### config.mk
export PLATFORM = sky130hd
export DESIGN_NAME = uart_os8_engine
export DESIGN_NICKNAME = d
export VERILOG_FILES = /design/src/rtl/uart_os8_pkg.sv /design/src/rtl/uart_os8_tx.sv /design/src/rtl/uart_os8_rx.sv /design/src/rtl/uart_os8_engine.sv
export SDC_FILE = /design/constraint.sdc
export NUM_CORES = 1
export LEC_CHECK = 0
export ABC_AREA = 1
export BUFFER_PORTS_ARGS = -buffer_cell sky130_fd_sc_hd__clkbuf_2
export CAP_MARGIN = 20
export CORE_UTILIZATION = 35
export DETAILED_ROUTE_END_ITERATION = 6
export GPL_ROUTABILITY_DRIVEN = 0
export PLACE_DENSITY = 0.62
export SETUP_SLACK_MARGIN = 0.15
export SYNTH_ARGS = -nofsm -noshare
export SYNTH_HDL_FRONTEND = slang
export SYNTH_SLANG_ARGS = --single-unit
### constraint.sdc
create_clock -name clk -period 3.14 [get_ports clk]
set_clock_uncertainty 0.15 [all_clocks]
set_input_delay 0.628 -clock clk [delete_from_list [all_inputs] [get_ports clk]]
set_output_delay 0.628 -clock clk [all_outputs]
set_load 0.1 [all_outputs]
### src/rtl/uart_os8_pkg.sv
package uart_os8_pkg;

  typedef enum logic [1:0] {
    PAR_ODD   = 2'd0,
    PAR_EVEN  = 2'd1,
    PAR_ZERO  = 2'd2,
    PAR_ONE   = 2'd3
  } par_mode_e;

  typedef struct packed {
    logic      data8;
    logic      stop2;
    logic      par_en;
    par_mode_e par_mode;
  } line_cfg_t;

  typedef enum logic [1:0] {
    RX_IDLE = 2'd0,
    RX_RUN  = 2'd1,
    RX_HOLD = 2'd2
  } rx_state_e;

  // Parity bit from the XOR of the data bits and the selected mode.
  function automatic logic par_from_xor(input logic x, input par_mode_e m);
    unique case (m)
      PAR_ODD:  return ~x;
      PAR_EVEN: return x;
      PAR_ZERO: return 1'b0;
      default:  return 1'b1;
    endcase
  endfunction

endpackage

### src/rtl/uart_os8_tx.sv
module uart_os8_tx
  import uart_os8_pkg::*;
#(
  parameter int DW = 8,
  parameter int OS = 8
) (
  input  logic          clk,
  input  logic          rst,
  input  logic          tick,
  input  line_cfg_t     cfg,
  input  logic          tx_valid,
  input  logic [DW-1:0] tx_data,
  output logic          tx_pop,
  output logic          tx_line,
  output logic          tx_active
);
  localparam int FW = DW + 4;            // start + data + parity + 2 stop
  localparam int NW = $clog2(FW + 1);
  localparam int CW = $clog2(OS);

  logic [FW-1:0] sh;
  logic [FW-1:0] frame;
  logic [NW-1:0] left;
  logic [NW-1:0] flen;
  logic [NW-1:0] dlen;
  logic [CW-1:0] tc;
  logic [DW-1:0] md;
  logic          pbit;
  logic          bit_end;
  logic          can_load;

  always_comb begin
    dlen = cfg.data8 ? NW'(DW) : NW'(DW - 1);
    md   = tx_data;
    if (!cfg.data8) md[DW-1] = 1'b0;
    pbit = par_from_xor(^md, cfg.par_mode);
    frame = '1;
    frame[DW:0] = {md, 1'b0};
    if (!cfg.data8)       frame[DW]   = cfg.par_en ? pbit : 1'b1;
    else if (cfg.par_en)  frame[DW+1] = pbit;
    flen = dlen + NW'(2) + NW'(cfg.par_en) + NW'(cfg.stop2);
  end

  assign bit_end  = tick && tx_active && (tc == CW'(OS - 1));
  assign can_load = tick && tx_valid && (!tx_active || (bit_end && left == NW'(1)));

  always_ff @(posedge clk) begin
    if (rst) begin
      tx_active <= 1'b0;
      tx_line   <= 1'b1;
      tx_pop    <= 1'b0;
      sh        <= '1;
      left      <= '0;
      tc        <= '0;
    end else begin
      tx_pop <= 1'b0;
      if (can_load) begin
        sh        <= frame;
        left      <= flen;
        tc        <= '0;
        tx_line   <= 1'b0;
        tx_active <= 1'b1;
        tx_pop    <= 1'b1;
      end else if (tick && tx_active) begin
        tc <= (tc == CW'(OS - 1)) ? '0 : tc + 1'b1;
        if (bit_end) begin
          if (left == NW'(1)) begin
            tx_active <= 1'b0;
            tx_line   <= 1'b1;
          end else begin
            sh      <= {1'b1, sh[FW-1:1]};
            tx_line <= sh[1];
            left    <= left - 1'b1;
          end
        end
      end
    end
  end

endmodule

### src/rtl/uart_os8_rx.sv
module uart_os8_rx
  import uart_os8_pkg::*;
#(
  parameter int DW   = 8,
  parameter int OS   = 8,
  parameter int SYNC = 2
) (
  input  logic          clk,
  input  logic          rst,
  input  logic          tick,
  input  line_cfg_t     cfg,
  input  logic          rx_in,
  output logic          rx_push,
  output logic [DW-1:0] rx_data,
  output logic          rx_par_err,
  output logic          rx_frm_err,
  output logic          rx_brk,
  output logic          rx_active
);
  localparam int FW  = DW + 3;           // start + data + parity + 1 stop
  localparam int NW  = $clog2(FW + 1);
  localparam int CW  = $clog2(OS);
  localparam int SMP = OS / 2 - 1;       // counter value on the bit-centre tick

  logic [SYNC-1:0] sync_q;
  logic            s;
  rx_state_e       st;
  logic [CW-1:0]   tc;
  logic [NW-1:0]   idx;
  logic [NW-1:0]   dlen;
  logic [NW-1:0]   last_i;
  logic [DW-1:0]   acc;
  logic [DW-1:0]   dat_w;
  logic            pb;
  logic            any_hi;

  always_ff @(posedge clk) begin
    if (rst) sync_q <= '1;
    else     sync_q <= {sync_q[SYNC-2:0], rx_in};
  end
  assign s = sync_q[SYNC-1];

  assign dlen      = cfg.data8 ? NW'(DW) : NW'(DW - 1);
  assign last_i    = dlen + NW'(1) + NW'(cfg.par_en);
  assign dat_w     = cfg.data8 ? acc : {1'b0, acc[DW-1:1]};
  assign rx_active = (st == RX_RUN);

  always_ff @(posedge clk) begin
    if (rst) begin
      st         <= RX_IDLE;
      tc         <= '0;
      idx        <= '0;
      acc        <= '0;
      pb         <= 1'b0;
      any_hi     <= 1'b0;
      rx_push    <= 1'b0;
      rx_data    <= '0;
      rx_par_err <= 1'b0;
      rx_frm_err <= 1'b0;
      rx_brk     <= 1'b0;
    end else begin
      rx_push <= 1'b0;
      unique case (st)
        RX_IDLE: begin
          if (tick && !s) begin
            st     <= RX_RUN;
            tc     <= '0;
            idx    <= '0;
            acc    <= '0;
            pb     <= 1'b0;
            any_hi <= 1'b0;
          end
        end
        RX_RUN: begin
          if (tick) begin
            tc <= (tc == CW'(OS - 1)) ? '0 : tc + 1'b1;
            if (tc == CW'(SMP)) begin
              idx <= idx + 1'b1;
              if (idx == '0) begin
                if (s) st <= RX_IDLE;          // false start
              end else if (idx <= dlen) begin
                acc    <= {s, acc[DW-1:1]};
                any_hi <= any_hi | s;
              end else if (idx < last_i) begin
                pb     <= s;
                any_hi <= any_hi | s;
              end else begin
                rx_push <= 1'b1;
                if (!any_hi && !s) begin
                  rx_brk     <= 1'b1;
                  rx_data    <= '0;
                  rx_par_err <= 1'b0;
                  rx_frm_err <= 1'b0;
                  st         <= RX_HOLD;
                end else begin
                  rx_brk     <= 1'b0;
                  rx_data    <= dat_w;
                  rx_par_err <= cfg.par_en && (pb != par_from_xor(^acc, cfg.par_mode));
                  rx_frm_err <= !s;
                  st         <= s ? RX_IDLE : RX_HOLD;
                end
              end
            end
          end
        end
        default: begin
          if (s) st <= RX_IDLE;
        end
      endcase
    end
  end

endmodule

### src/rtl/uart_os8_engine.sv
module uart_os8_engine
  import uart_os8_pkg::*;
#(
  parameter int DW   = 8,
  parameter int OS   = 8,
  parameter int SYNC = 2
) (
  input  logic          clk,
  input  logic          rst,
  input  logic          tick,
  input  logic          cfg_data8,
  input  logic          cfg_stop2,
  input  logic          cfg_par_en,
  input  logic [1:0]    cfg_par_mode,
  input  logic          cfg_loop,
  input  logic          tx_valid,
  input  logic [DW-1:0] tx_data,
  output logic          tx_pop,
  output logic          tx_line,
  output logic          tx_active,
  input  logic          rx_line,
  output logic          rx_push,
  output logic [DW-1:0] rx_data,
  output logic          rx_par_err,
  output logic          rx_frm_err,
  output logic          rx_brk,
  output logic          rx_active
);
  line_cfg_t cfg;
  logic      rx_src;

  assign cfg.data8    = cfg_data8;
  assign cfg.stop2    = cfg_stop2;
  assign cfg.par_en   = cfg_par_en;
  assign cfg.par_mode = par_mode_e'(cfg_par_mode);

  // Loopback: the receiver hears the transmitter, the pin is ignored.
  assign rx_src = cfg_loop ? tx_line : rx_line;

  uart_os8_tx #(.DW(DW), .OS(OS)) u_tx (
    .clk       (clk),
    .rst       (rst),
    .tick      (tick),
    .cfg       (cfg),
    .tx_valid  (tx_valid),
    .tx_data   (tx_data),
    .tx_pop    (tx_pop),
    .tx_line   (tx_line),
    .tx_active (tx_active)
  );

  uart_os8_rx #(.DW(DW), .OS(OS), .SYNC(SYNC)) u_rx (
    .clk        (clk),
    .rst        (rst),
    .tick       (tick),
    .cfg        (cfg),
    .rx_in      (rx_src),
    .rx_push    (rx_push),
    .rx_data    (rx_data),
    .rx_par_err (rx_par_err),
    .rx_frm_err (rx_frm_err),
    .rx_brk     (rx_brk),
    .rx_active  (rx_active)
  );

endmodule

; Word-level counts from Yosys, hierarchy flattened
; Cells that the tools add are included.
[op_classes]
n_addsub = 9
order_cmp = 2
n_eq_ne = 19
n_mux = 77
bitwise_logic = 9
reduce_logical = 33
[ops]
columns = operator, count
row1 = 2-to-1 mux 8 bit, 7
row2 = 2-to-1 mux 10 bit, 4
row3 = 2-to-1 mux 1 bit, 37
row4 = 2-to-1 mux 4 bit, 8
row5 = 2-to-1 mux 2 bit, 9
row6 = AND reduction 6 bit, 3
row7 = one-hot mux 8 bit (2 select lines), 1
row8 = parity 8 bit, 2
row9 = adder 4 x 1 -> 4 bit, 3
row10 = 2-to-1 mux 3 bit, 4
row11 = inequality test 2 x 1 -> 1 bit (second input constant), 5
row12 = AND reduction 3 bit, 3
row13 = adder 4 x 1 -> 4 bit (second input constant), 2
row14 = logical AND 1 bit, 8
row15 = NOT 1 bit, 8
row16 = one-hot mux 4 bit (2 select lines), 1
row17 = nonzero test 2 bit, 4
row18 = AND reduction 7 bit, 1
row19 = adder 3 x 1 -> 3 bit (second input constant), 2
row20 = == test 3 bit (second input constant), 2
row21 = inequality test 2 bit (second input constant), 3
row22 = inequality test 3 x 2 -> 1 bit (second input constant), 2
row23 = one-hot mux 1 bit (3 select lines), 2
row24 = one-hot mux 3 bit (2 select lines), 1
row25 = 22 further kinds, 27
[word_totals]
reg_bits = 53
input_bits = 19
output_inout_bits = 16
word_cells = 167

; Logic depth before layout (Yosys ltp)
[depth]
word_depth = 14
ltp_mapped = 13
ltp_nobuf = 13

; Cells and area by module
; From an unflattened synthesis, not the netlist that was laid out.
[hier_totals]
cells_unflattened = 454
area_unflattened_um2 = 3076.7
[by_module_without_submodules]
columns = module, n_inst, cells_per_inst, area_per_inst_um2, seq_area_each_um2
row1 = uart_os8_rx, 1, 284, 1961.9, 660.6
row2 = uart_os8_tx, 1, 166, 1099.8, 380.4
row3 = uart_os8_engine, 1, 4, 15.0, 0.0

; Least setup slack after synthesis
; Ideal clock, no wire load.
[synth_path]
kind = input -> register
start = input cfg_data8
end = register u_rx.acc[0]
setup_ns = 0.134
arrival_time_ns = 2.395
required_ns = 2.856
slack_ns = 0.461
cell_stages = 12
path_buffers = 1
path_cell_list = clkbuf_1 clkinv_1 ha_1 nand2_1 inv_1 o21ai_1 a21oi_1 nand2_1 nand2_4 clkinv_2 nand3_1 a21oi_1
[synth_between]
elab_chain_cells = 4
[synth_rtl]
columns = element, line_no
row1 = start: declaration, uart_os8_engine.sv:11  ; input logic cfg_data8,
row2 = 2-to-1 mux 4 bit, uart_os8_rx.sv:43  ; assign dlen = cfg.data8 ? NW'(DW) : NW'(DW - 1);
row3 = <= comparator 4 bit, uart_os8_rx.sv:81  ; end else if (idx <= dlen) begin
row4 = inequality test 2 x 1 -> 1 bit (no source line), n/a
row5 = AND reduction 6 bit (no source line), n/a
row6 = end signal: assignment, uart_os8_rx.sv:82  ; acc <= {s, acc[DW-1:1]};
row7 = end: declaration, uart_os8_rx.sv:32  ; logic [DW-1:0] acc;
; No other way between the ends.
; A chain may end at the register's enable or synchronous reset.

; Worst setup path in the final report
[layout_path]
start = input cfg_data8
end = register u_rx.rx_data[2]
[layout_between]
elab_chain_cells = 6
elab_cells_between_ends = 10
cone_classes = add/sub: 2 / order compare: 2 / mux: 3 / bitwise: 2 / reduce/logical: 1
[layout_rtl]
columns = element, line_no
row1 = 2-to-1 mux 4 bit, uart_os8_rx.sv:43
row2 = adder 4 x 1 -> 4 bit (2 in series), uart_os8_rx.sv:44  ; assign last_i = dlen + NW'(1) + NW'(cfg.par_en);
row3 = less-than comparator 4 bit, uart_os8_rx.sv:84  ; end else if (idx < last_i) begin
row4 = NOT 1 bit (no source line), n/a
row5 = AND reduction 6 bit (no source line), n/a
row6 = end signal: assignment, uart_os8_rx.sv:97  ; rx_data <= dat_w;
row7 = end: declaration, uart_os8_rx.sv:14  ; output logic [DW-1:0] rx_data,
; Several ways; a longest one is shown, not always the timed one.

==> run metrics <==
outcome=finished, final reports clean; Chip Width=95.6 um; Area Growth Syn to Fin=11.4%; core area=8340 sq um; die footprint=9150 sq um; Seq cells post-synth=52; max_cap viols=0; Post-CTS Hold Buffers=0; routed len/inst=11.7 um; WP depth=10; fmax=404 MHz; ranking of synthesized cells by area=dfxtp_1 (34%), nand2_1 (14%), a21oi_1 (8.5%), inv_1 (6.8%), ha_1 (6.5%); Top FF cell, synth=dfxtp_1; Ys Warns=0; r2r setup slk=910 ps; worst skew pair latency=310 ps; n_diodes=0; Max VDD drop=0.000259 V; crit-path max cell delay=410 ps; total grt overflow=0; chip height=95.6 um; sequential area share after synthesis=33.9%; DRT antenna net count=0; Worst setup startpoint=cfg_data8; Post-CTS Setup Bufs=0; WL final=6820 um; Tightest Hold Check Type=flip-flop to flip-flop; crit-path most repeated cell=a21oi_1; Bufs and invs on worst path=3; CTS root buf=clkbuf_8; # setup viols final=0; Tightest Pin Transition=645 ps; via count=2,810; Num CTS Buffers=5; cells along the critical path=clkbuf_2 > clkinv_1 > ha_1 > nand2_1 > inv_1 > o21ai_1 > a21oi_1 > nand3_2 > o21ai_0 > a21oi_1; dpl cells=577; RSZ-0062 raised after global routing=no; Reg clk slew, reported paths=110 ps; Synth Instances=450; clk sinks=52; Post-synth top cells=nand2_1 (112), inv_1 (56), a21oi_1 (52), dfxtp_1 (52), nor2_1 (30); vias in the first global route=2,597; total iterations of the first detailed-routing run=4; crit path capture=u_rx.rx_data[2]; leakage power=1.61 nW; number of remaining DRC errors=0; worst-case clock buffer depth=2; non-filler instance count after layout=585; drt via density=4.80; Critical Path End Type=flip-flop; TNS Setup=0 ps; CP Launch Type=primary input; Worst Path Class, Setup=primary input to flip-flop; number of flops mapped to enable cells by yosys=0; top cell type's share of synthesized area=33.9%; delay-heaviest family, CP=compound AO/OA/AOI/OAI gates; GRT Total Usage=16.1%; initial DRC count=82; Post-DP HPWL=5110 um; total power=1.29 mW; PortBufs=34; worst r2r path cells=8; row cnt=33; P per Cell Area=378 nW/um^2; Data required, critical path=3170 ps; RR Endpoint=u_rx.rx_data[2]; fin crit share=78.8%; Hold Crit Start=u_rx.sync_q[0]; starting density of the core=36.8%; post-synthesis net count=486; Hold Violations, Final=0; # fillers=888; Worst Hold Slack=267 ps; final worst path period need=2470 ps; nets=515; first-pass GRT wire length=11,700 um; Mean Syn Cell Area=6.82 sq um; worst r2r src=u_rx.idx[1]; fin. max-slew vios=0; Slew headroom=56.8%; CP max FO=21; hold-critical path depth=1; H-tree Lvls=2; largest net degree at the start of global routing=22; slowest CP cell=nand3_2; io pins=35; Critical Path AT=2500 ps; count leader, synth=nand2_1; asr flop ratio synth=0%; synth unique cells=35; fraction of layout cells with a size suffix above 1=15.0%; Yosys top cell by area=dfxtp_1; post-CTS resize count=0; initial antenna violation count=0; Syn Std Cell Area=3070 sq um; TritonCTS clock tree=yes
==> logic make-up (layout without fill, tap and decap cells) <==
logic type / count (synthesis) / in the layout / synth area share (%)
compound gates: 89 / 89 / 16.1
xor+xnor: 14 / 14 / 4.00
fa+ha+maj: 17 / 17 / 7.17
buf+inv: 80 / 110 / 10.5
flops: 52 / 52 / 33.9
simple gates: 198 / 198 / 28.3
==> cells in the final DEF, fill, tap and decap left out, types with 4 or more instances in the layout <==
cell,netlist,layout
nand2_4,4,4
inv_1,56,56
nor2_1,30,30
clkbuf_8,0,5
inv_2,4,4
nand3_1,26,26
buf_4,0,5
xor2_1,8,8
o21ai_2,4,4
xnor2_1,6,6
nand2_1,112,112
a21oi_1,52,52
o21ai_0,16,16
o22ai_1,8,8
nor3_1,12,12
ha_1,16,16
clkbuf_2,2,34
dfxtp_1,52,52
==> layout make-up <==
| type | count | area [sq um] | area share [%] |
|---|---|---|---|
| Clock inverter | 3 | 25.0 | 0.732 |
| Inverter | 63 | 239 | 6.99 |
| Tap cell | 105 | 131 | 3.84 |
| Timing Repair Buffer | 39 | 208 | 6.08 |
| Clock buffer | 5 | 68.8 | 2.01 |
| Sequential cell | 52 | 1040 | 30.5 |
| Multi-Input combinational cell | 318 | 1710 | 49.9 |
==> metrics by stage <==
stage / setup slack (ps) / area (sq um) / util, %
CTS: 653 / 3420 / 41.0
global placement: 425 / 3320 / 39.9
detailed placement: 312 / 3320 / 39.9
global route: 346 / 3420 / 41.0
finish: 667 / 3420 / 41.0
floorplan: 461 / 3070 / -
==> worst min path at each step <==
stage,end
3_5_place_dp,u_rx.sync_q[1]
6_report,u_rx.sync_q[1]
5_1_grt,u_rx.sync_q[1]
3_3_place_gp,u_rx.sync_q[1]
2_1_floorplan,u_rx.sync_q[1]
4_1_cts,u_rx.sync_q[1]
==> per-layer routing <==
metal / global-route usage [%] / vias to the layer above / routed length, um
met2: 28.4 / 29 / 3130
met3: 2.95 / 5 / 187
met1: 20.1 / 1270 / 3460
met4: 3.73 / 0 / 48
li1: - / 1506 / -
met5: 0 / - / 0
==> where the power goes <==
part | internal, mW | total (mW) | switching [mW]
sequential | 0.678 | 0.691 | 0.0133
combinational | 0.0605 | 0.193 | 0.132
clock | 0.163 | 0.408 | 0.245
total | 0.902 | 1.29 | 0.390
==> sequential cells by signal, summed over array words and instances (netlist names), 2 cells and up <==
register and flops:
u_rx.acc 8, u_rx.idx 4, u_rx.rx_data 8, u_rx.st 2, u_rx.sync_q 2, u_rx.tc 3
u_tx.left 4, u_tx.sh 9, u_tx.tc 3
Note: power is estimated with default switching activity, not from simulation.
